<file path="src/rtl/negx_pkg.sv">
package negx_pkg;
  localparam int FLG_C = 0;
  localparam int FLG_Z = 1;
  localparam int FLG_N = 2;
  localparam int FLG_V = 3;
  localparam int FLG_S = 4;
  localparam int FLG_H = 5;
  localparam int FLG_T = 6;
  localparam int FLG_I = 7;
  localparam int NFLAGS = 8;

  typedef enum logic [1:0] {
    OP_IDLE = 2'd0,
    OP_NOP  = 2'd1,
    OP_NEG  = 2'd2,
    OP_BAD  = 2'd3
  } op_e;
endpackage

</file>
<file path="src/rtl/negx_decode.sv">
module negx_decode
  import negx_pkg::*;
#(
  parameter int INSN_W = 16,
  parameter int IDX_W  = 5
) (
  input  logic              valid,
  input  logic [INSN_W-1:0] word,
  output op_e               op,
  output logic [IDX_W-1:0]  idx
);
  localparam int IDX_LO = 4;
  localparam logic [6:0] NEG_HI = 7'b1001010;
  localparam logic [3:0] NEG_LO = 4'b0001;

  logic is_neg, is_nop;

  always_comb begin
    is_neg = (word[INSN_W-1 -: 7] == NEG_HI) && (word[3:0] == NEG_LO);
    is_nop = (word == '0);
    idx    = word[IDX_LO +: IDX_W];
    if (!valid)      op = OP_IDLE;
    else if (is_nop) op = OP_NOP;
    else if (is_neg) op = OP_NEG;
    else             op = OP_BAD;
  end
endmodule

</file>
<file path="src/rtl/negx_alu.sv">
module negx_alu
  import negx_pkg::*;
#(
  parameter int DATA_W   = 8,
  parameter int HALF_BIT = 3
) (
  input  logic [DATA_W-1:0] operand,
  output logic [DATA_W-1:0] result,
  output logic [NFLAGS-1:0] flags
);
  localparam logic [DATA_W-1:0] MIN_NEG = {1'b1, {(DATA_W-1){1'b0}}};

  logic v_f, n_f, z_f;

  always_comb begin
    result = '0 - operand;
    z_f    = (result == '0);
    v_f    = (result == MIN_NEG);
    n_f    = result[DATA_W-1];
    flags  = '0;
    flags[FLG_C] = ~z_f;
    flags[FLG_Z] = z_f;
    flags[FLG_N] = n_f;
    flags[FLG_V] = v_f;
    flags[FLG_S] = n_f ^ v_f;
    flags[FLG_H] = result[HALF_BIT] | operand[HALF_BIT];
  end
endmodule

</file>
<file path="src/rtl/negx_retire.sv">
module negx_retire
  import negx_pkg::*;
#(
  parameter int DATA_W = 8,
  parameter int IDX_W  = 5
) (
  input  logic              clk,
  input  logic              rst_n,
  input  op_e               op,
  input  logic [IDX_W-1:0]  idx,
  input  logic [DATA_W-1:0] result,
  input  logic [NFLAGS-1:0] flags,
  output logic              rf_we,
  output logic [IDX_W-1:0]  rf_waddr,
  output logic [DATA_W-1:0] rf_wdata,
  output logic [NFLAGS-1:0] flag_we,
  output logic [NFLAGS-1:0] flag_val,
  output logic              pc_step,
  output logic              illegal
);
  localparam logic [NFLAGS-1:0] NEG_MASK =
    NFLAGS'((1 << FLG_C) | (1 << FLG_Z) | (1 << FLG_N) |
            (1 << FLG_V) | (1 << FLG_S) | (1 << FLG_H));

  always_ff @(posedge clk) begin
    if (!rst_n) begin
      rf_we    <= 1'b0;
      rf_waddr <= '0;
      rf_wdata <= '0;
      flag_we  <= '0;
      flag_val <= '0;
      pc_step  <= 1'b0;
      illegal  <= 1'b0;
    end else begin
      rf_we    <= (op == OP_NEG);
      rf_waddr <= (op == OP_NEG) ? idx : '0;
      rf_wdata <= (op == OP_NEG) ? result : '0;
      flag_we  <= (op == OP_NEG) ? NEG_MASK : '0;
      flag_val <= (op == OP_NEG) ? (flags & NEG_MASK) : '0;
      pc_step  <= (op == OP_NEG) || (op == OP_NOP);
      illegal  <= (op == OP_BAD);
    end
  end
endmodule

</file>
<file path="src/rtl/neg_nop_exec.sv">
module neg_nop_exec
  import negx_pkg::*;
#(
  parameter int DATA_W   = 8,
  parameter int NREGS    = 32,
  parameter int INSN_W   = 16,
  parameter int HALF_BIT = 3,
  localparam int IDX_W   = $clog2(NREGS)
) (
  input  logic              clk,
  input  logic              rst_n,
  input  logic              insn_valid,
  input  logic [INSN_W-1:0] insn_word,
  output logic [IDX_W-1:0]  rf_raddr,
  input  logic [DATA_W-1:0] rf_rdata,
  output logic              rf_we,
  output logic [IDX_W-1:0]  rf_waddr,
  output logic [DATA_W-1:0] rf_wdata,
  output logic [7:0]        flag_we,
  output logic [7:0]        flag_val,
  output logic              pc_step,
  output logic              illegal
);
  op_e               dec_op;
  logic [IDX_W-1:0]  dec_idx;
  logic [DATA_W-1:0] alu_res;
  logic [NFLAGS-1:0] alu_flags;

  negx_decode #(.INSN_W(INSN_W), .IDX_W(IDX_W)) u_dec (
    .valid (insn_valid),
    .word  (insn_word),
    .op    (dec_op),
    .idx   (dec_idx)
  );

  assign rf_raddr = dec_idx;

  negx_alu #(.DATA_W(DATA_W), .HALF_BIT(HALF_BIT)) u_alu (
    .operand (rf_rdata),
    .result  (alu_res),
    .flags   (alu_flags)
  );

  negx_retire #(.DATA_W(DATA_W), .IDX_W(IDX_W)) u_ret (
    .clk      (clk),
    .rst_n    (rst_n),
    .op       (dec_op),
    .idx      (dec_idx),
    .result   (alu_res),
    .flags    (alu_flags),
    .rf_we    (rf_we),
    .rf_waddr (rf_waddr),
    .rf_wdata (rf_wdata),
    .flag_we  (flag_we),
    .flag_val (flag_val),
    .pc_step  (pc_step),
    .illegal  (illegal)
  );
endmodule

</file>
<file path="config.mk">
export PLATFORM = sky130hd
export DESIGN_NAME = neg_nop_exec
export DESIGN_NICKNAME = d
export VERILOG_FILES = /design/src/rtl/negx_pkg.sv /design/src/rtl/negx_decode.sv /design/src/rtl/negx_alu.sv /design/src/rtl/negx_retire.sv /design/src/rtl/neg_nop_exec.sv
export SDC_FILE = /design/constraint.sdc
export NUM_CORES = 1
export LEC_CHECK = 0
export ABC_AREA = 1
export BUFFER_PORTS_ARGS = -buffer_cell sky130_fd_sc_hd__buf_2
export CAP_MARGIN = 10
export CELL_PAD_IN_SITES_DETAIL_PLACEMENT = 1
export CELL_PAD_IN_SITES_GLOBAL_PLACEMENT = 1
export CORE_ASPECT_RATIO = 0.8
export CORE_MARGIN = 2
export CORE_UTILIZATION = 33
export CTS_CLUSTER_SIZE = 30
export DETAILED_ROUTE_END_ITERATION = 12
export PLACE_DENSITY = 0.93
export SETUP_SLACK_MARGIN = 0.05
export SLEW_MARGIN = 20
export SYNTH_ARGS = -nofsm -noshare
export SYNTH_HDL_FRONTEND = slang
export SYNTH_HIERARCHICAL = 1
export SYNTH_SLANG_ARGS = --single-unit
</file>
<file path="constraint.sdc">
create_clock -name clk -period 2.43 [get_ports clk]
set_input_delay 0.486 -clock clk [delete_from_list [all_inputs] [get_ports clk]]
set_output_delay 0.486 -clock clk [all_outputs]
set_load 0.01 [all_outputs]
</file>
== After elaboration in Yosys (flattened, before gate mapping) ==
Cells that the tools add are included.
W data, S select, Z words.

* Input port bits: 27
* Flip-flop bits (word level): 32
* Output and inout bits: 37

* $add $sub $neg: 1
* Bitwise gates (word level): 3
* Reductions and logical operators: 5
* Equality and inequality tests: 6
* Mux-type cells: 4

{| class="wikitable"
|+ Operators by type and width
! cell !! number
|-
| $logic_not A16 Y1 || 1
|-
| $eq A8 B8 Y1 const B || 1
|-
| $logic_not A8 Y1 || 1
|-
| $sub A1 B8 Y8 const A || 1
|-
| $eq A7 B7 Y1 const B || 1
|-
| $mux W6 || 1
|-
| $eq A2 B2 Y1 const B || 2
|-
| $eq A4 B1 Y1 const B || 1
|-
| $mux W2 || 2
|-
| $eq A2 B1 Y1 const B || 1
|-
| $reduce_and A2 Y1 || 1
|-
| $logic_and A1 B1 Y1 || 1
|-
| $logic_or A1 B1 Y1 || 1
|-
| $mux W1 || 1
|-
| $not A1 Y1 || 1
|-
| $or A1 B1 Y1 || 1
|-
| $xor A1 B1 Y1 || 1
|}

== Logic depth before layout (Yosys ltp) ==
* Depth in word-level cells: 7
* Mapped depth: 11

== Cells and area by module ==
Netlist, hierarchy kept.

{| class="wikitable"
|+ Modules (own cells, without submodules)
! module !! cells each !! area an instance (µm²) !! seq. area each (µm²) !! instances
|-
| negx_retire || 82 || 795.8 || 440.4 || 1
|-
| negx_alu || 56 || 320.3 || 0.0 || 1
|-
| negx_decode || 28 || 132.6 || 0.0 || 1
|}

== Worst setup path after synthesis ==
OpenSTA, ideal clock, no wires.

* Path kind: in2reg
* Start point: in rf_rdata[1]
* End point: reg u_ret.flag_val[1]
* Cell stages on the path: 9
* Required time: 2.368 ns
* Arrival time: 1.609 ns
* Path buffers: 1
* Path slack: 0.759 ns
* Setup time: 0.062 ns
* Cells stage by stage: nor3_2 > ha_1 > nand3b_1 > nor2_2 > nand3_2 > nor2_1 > buf_4 > inv_1 > nor2_2

* Cells in the longest elaborated chain, start to end: 2

{| class="wikitable"
|+ RTL lines
! what !! RTL line !! RTL
|-
| start, declared || neg_nop_exec.sv:15 || <nowiki>input logic [DATA_W-1:0] rf_rdata,</nowiki>
|-
| $sub A1 B8 Y8 || negx_alu.sv:16 || <nowiki>result = '0 - operand;</nowiki>
|-
| via alu_res[3] || neg_nop_exec.sv:26 || <nowiki>logic [DATA_W-1:0] alu_res;</nowiki>
|-
| $logic_not A8 Y1 || negx_alu.sv:17 || <nowiki>z_f = (result == '0);</nowiki>
|-
| via u_alu.z_f || negx_alu.sv:13 || <nowiki>logic v_f, n_f, z_f;</nowiki>
|-
| end signal, assigned || negx_retire.sv:39 || <nowiki>flag_val <= (op == OP_NEG) ? (flags & NEG_MASK) : '0;</nowiki>
|-
| end, declared || negx_retire.sv:17 || <nowiki>output logic [NFLAGS-1:0] flag_val,</nowiki>
|}

The timed path passes the listed nets, and every way through them passes these cells.
A chain may end at the register's enable or synchronous reset.

== Worst setup path after layout ==
* Start point: in rf_rdata[2]
* End point: reg u_ret.flag_val[0]

* Cells in the longest elaborated chain, start to end: 3

{| class="wikitable"
|+ RTL lines
! what !! RTL line !! RTL
|-
| $sub A1 B8 Y8 || negx_alu.sv:16 ||
|-
| via alu_res[3] || neg_nop_exec.sv:26 ||
|-
| $logic_not A8 Y1 || negx_alu.sv:17 ||
|-
| $not A1 Y1 || negx_alu.sv:21 || <nowiki>flags[FLG_C] = ~z_f;</nowiki>
|-
| via alu_flags[0] || neg_nop_exec.sv:27 || <nowiki>logic [NFLAGS-1:0] alu_flags;</nowiki>
|}

The timed path passes the listed nets, and every way through them passes these cells.

==> impl_table.tex <==
\begin{tabular}{lr}
\hline
Metric & Value \\
\hline
\multicolumn{2}{l}{\textbf{Min path}} \\
Hold Path Class & in -> reg \\
Startpoint of the lowest-slack hold path & rst\_n \\
\multicolumn{2}{l}{\textbf{GRT}} \\
Met3 Usage GRT & 0.0360 \\
Number of global-route vias before repair & approximately 900 \\
Grt ovf & 0 \\
Met2 usage in global routing & 0.216 \\
Antenna violations before repair & 0 \\
Global-route wire length before repair & roughly 4.0 mm \\
Grt peak-use layer & met2 \\
Grt met1 use & 0.146 \\
All-layer global routing usage & 0.125 \\
Maximum number of pins on one net before global-route repair & 21 \\
\multicolumn{2}{l}{\textbf{Clock network}} \\
Level count of the clock H-tree & 1 \\
Count of instances resized after the clock tree is built & 0 \\
Clock tree from TritonCTS & built \\
Clock-pin transition on the worst setup and hold timing paths & approximately 80 ps \\
Inserted Clock Buffers & 3 \\
Setup bufs post-CTS & 0 \\
CTS Root Cell & sky130\_fd\_sc\_hd\_\_clkbuf\_8 \\
Clock sink count & 22 \\
Hold buffer count at cts & 0 \\
Maximum clock insertion buffer count & 2 \\
\multicolumn{2}{l}{\textbf{Detailed routing}} \\
Via count & approximately 1,000 \\
Routed wirelength normalized by instance count & about 10 µm \\
First-iteration detailed-routing DRC count & 10 \\
DR pass1 iterations & 4 \\
Vias per std cell & approximately 4 \\
Routed Wire Length & $\sim$2.6 mm \\
Number of antenna-violating nets in the routed design & 0 \\
Post-detailed-route DRC marker count & 0 \\
\multicolumn{2}{l}{\textbf{Critical path}} \\
Type of the worst setup path & in -> reg \\
Worst-path fanout max & 5 \\
Crit path buffers/inverters & 2 \\
Req. time, crit path & 2580 ps \\
CP startpoint kind & input port \\
Category of the worst setup path capture point & flop \\
Highest-delay cell along the critical path & sky130\_fd\_sc\_hd\_\_ha\_1 \\
Top Family by Delay on Critical Path & simple AND/OR/NAND/NOR gates \\
Arrival time worst endpoint & 1810 ps \\
First element of the critical path & rf\_rdata[2] \\
Most numerous cell on the critical path & sky130\_fd\_sc\_hd\_\_nand3b\_1 \\
Cell Chain, Critical Path & buf\_2 > nor3\_2 > ha\_1 > nand3b\_1 > nand3b\_1 > nor2\_1 > nand3\_1 > inv\_1 > nor2\_2 \\
Slowest stage delay, CP & 290 ps \\
\multicolumn{2}{l}{\textbf{STA}} \\
Unrepaired setup endpoints after global routing & false \\
Worst setup margin & 773 ps \\
Summed negative setup slack over all endpoints & 0 ps \\
Highest attainable clock frequency & $\sim$600 MHz \\
Period utilisation layout & 0.682 \\
Final Slew Violations & 0 \\
Number of setup violations in the final report & 0 \\
Post-layout min period & between 1500 and 2000 ps \\
Hold violation total from the final report & 0 \\
\multicolumn{2}{l}{\textbf{Final layout}} \\
Share of cells above drive strength 1 & 0.459 \\
Core occupancy in the finished layout & 0.425 \\
Net count reported at finish & 241 \\
Diode count & 0 \\
Area overhead of the layout relative to synthesis & 20.9\% \\
Filler Cell Count & 480 \\
\multicolumn{2}{l}{\textbf{Outcome}} \\
Status & finished clean \\
\multicolumn{2}{l}{\textbf{Power}} \\
Overall power after layout & between 0.7 and 0.8 mW \\
Power per cell area & 513 nW/µm² \\
Cell leakage power & around 0.88 nW \\
Switching Fraction & 0.259 \\
Switch Pwr & 0.198 mW \\
Part of the total power dissipated in sequential elements & 0.490 \\
Internal power summed over all cells & $\sim$0.57 mW \\
Power share of the combinational group & 0.169 \\
Peak supply drop & 0.000234 V \\
Clock group share of total power & 0.341 \\
\multicolumn{2}{l}{\textbf{Die}} \\
Die span in y & about 59 µm \\
Placeable core region & roughly 3500 µm² \\
Number of cell rows & 19 \\
Die Area & about 4200 µm² \\
Ports placed on the boundary & 64 \\
Effective utilization at floorplan & 0.352 \\
Horizontal die dimension & $\sim$72 µm \\
\multicolumn{2}{l}{\textbf{Synthesis}} \\
Mean area per synthesized cell & 7.55 µm² \\
Post-synthesis cell count & 163 \\
Ys Warns & 6 \\
Synthesized cell area & around 1200 µm² \\
\multicolumn{2}{l}{\textbf{Place}} \\
Total half-perimeter wirelength after legalization and detailed placement & $\sim$2.2 mm \\
Post-placement setup slack & between 400 and 500 ps \\
Routability congestion estimate & $\sim$0.9 \\
Count of input and output buffers & 59 \\
\multicolumn{2}{l}{\textbf{Run}} \\
Total of max-cap violations & 0 \\
\hline
\end{tabular}
-- routing by layer --
metal / vias to the layer above / wire length (µm)
met4: 0 / 14
met5: - / 0
met3: 2 / 194
met2: 31 / 1260
li1: 543 / -
met1: 454 / 1150
-- cell usage in the layout (no fill, tap or decap) --
cell,n
sky130_fd_sc_hd__dfxtp_1,22
sky130_fd_sc_hd__buf_4,1
sky130_fd_sc_hd__nand2_1,14
sky130_fd_sc_hd__nor3_2,1
sky130_fd_sc_hd__nand3_2,2
sky130_fd_sc_hd__nand4_1,4
sky130_fd_sc_hd__buf_2,59
sky130_fd_sc_hd__o21ai_1,1
sky130_fd_sc_hd__inv_2,1
sky130_fd_sc_hd__clkbuf_8,4
sky130_fd_sc_hd__conb_1,4
sky130_fd_sc_hd__nand3_1,3
sky130_fd_sc_hd__ha_1,4
sky130_fd_sc_hd__inv_1,38
sky130_fd_sc_hd__a21oi_1,2
sky130_fd_sc_hd__nand3b_1,3
sky130_fd_sc_hd__nor2_2,21
sky130_fd_sc_hd__xnor2_1,1
sky130_fd_sc_hd__nor2_1,16
sky130_fd_sc_hd__nand2_2,4
sky130_fd_sc_hd__nor2_4,3
sky130_fd_sc_hd__o21ai_0,1
-- sequential cells by signal, summed over array words and instances, names as in the netlist --
name            flops
u_ret/rf_wdata      8
u_ret/flag_val      6
u_ret/rf_waddr      5
u_ret/flag_we       1
u_ret/illegal       1
u_ret/pc_step       1
-- area by class of cell --
type,instances,area (µm²),area share
clock buffers,4,55.1,0.0370
flip-flops and latches,22,440,0.296
multi-input cells,84,489,0.329
repair buffers,60,303,0.204
inverters,39,146,0.0985
well taps,42,52.6,0.0354
-- metrics by stage --
stage / area [µm²] / cells / hold WS, ps
CTS: 1490 / 251 / 451
finish: 1490 / 251 / 457
floorplan: 1240 / 166 / 579
global placement: 1430 / 247 / 721
global route: 1490 / 251 / 466
detailed placement: 1430 / 247 / 725
-- power groups by stage --
stage	sequential, mW	combinational (mW)	clock, mW
after floorplan	0.389	0.0845	0
after CTS	0.374	0.131	0.274
after global placement	0.382	0.126	0
after detailed placement	0.383	0.130	0
after global routing	0.375	0.145	0.285
final	0.374	0.129	0.261
-- final timing paths --
path	to	slack [ps]	cells after the start
setup / recovery	u_ret/flag_val[0]	770	9
hold / removal	u_ret/illegal	460	3
-- tightest hold or removal path, delay by kind of cell --
kind / cells / cell delay [ps]
and+or+nand+nor: 1 / 50
buffers and inverters: 2 / 150
(Power assumes the default switching activity.)
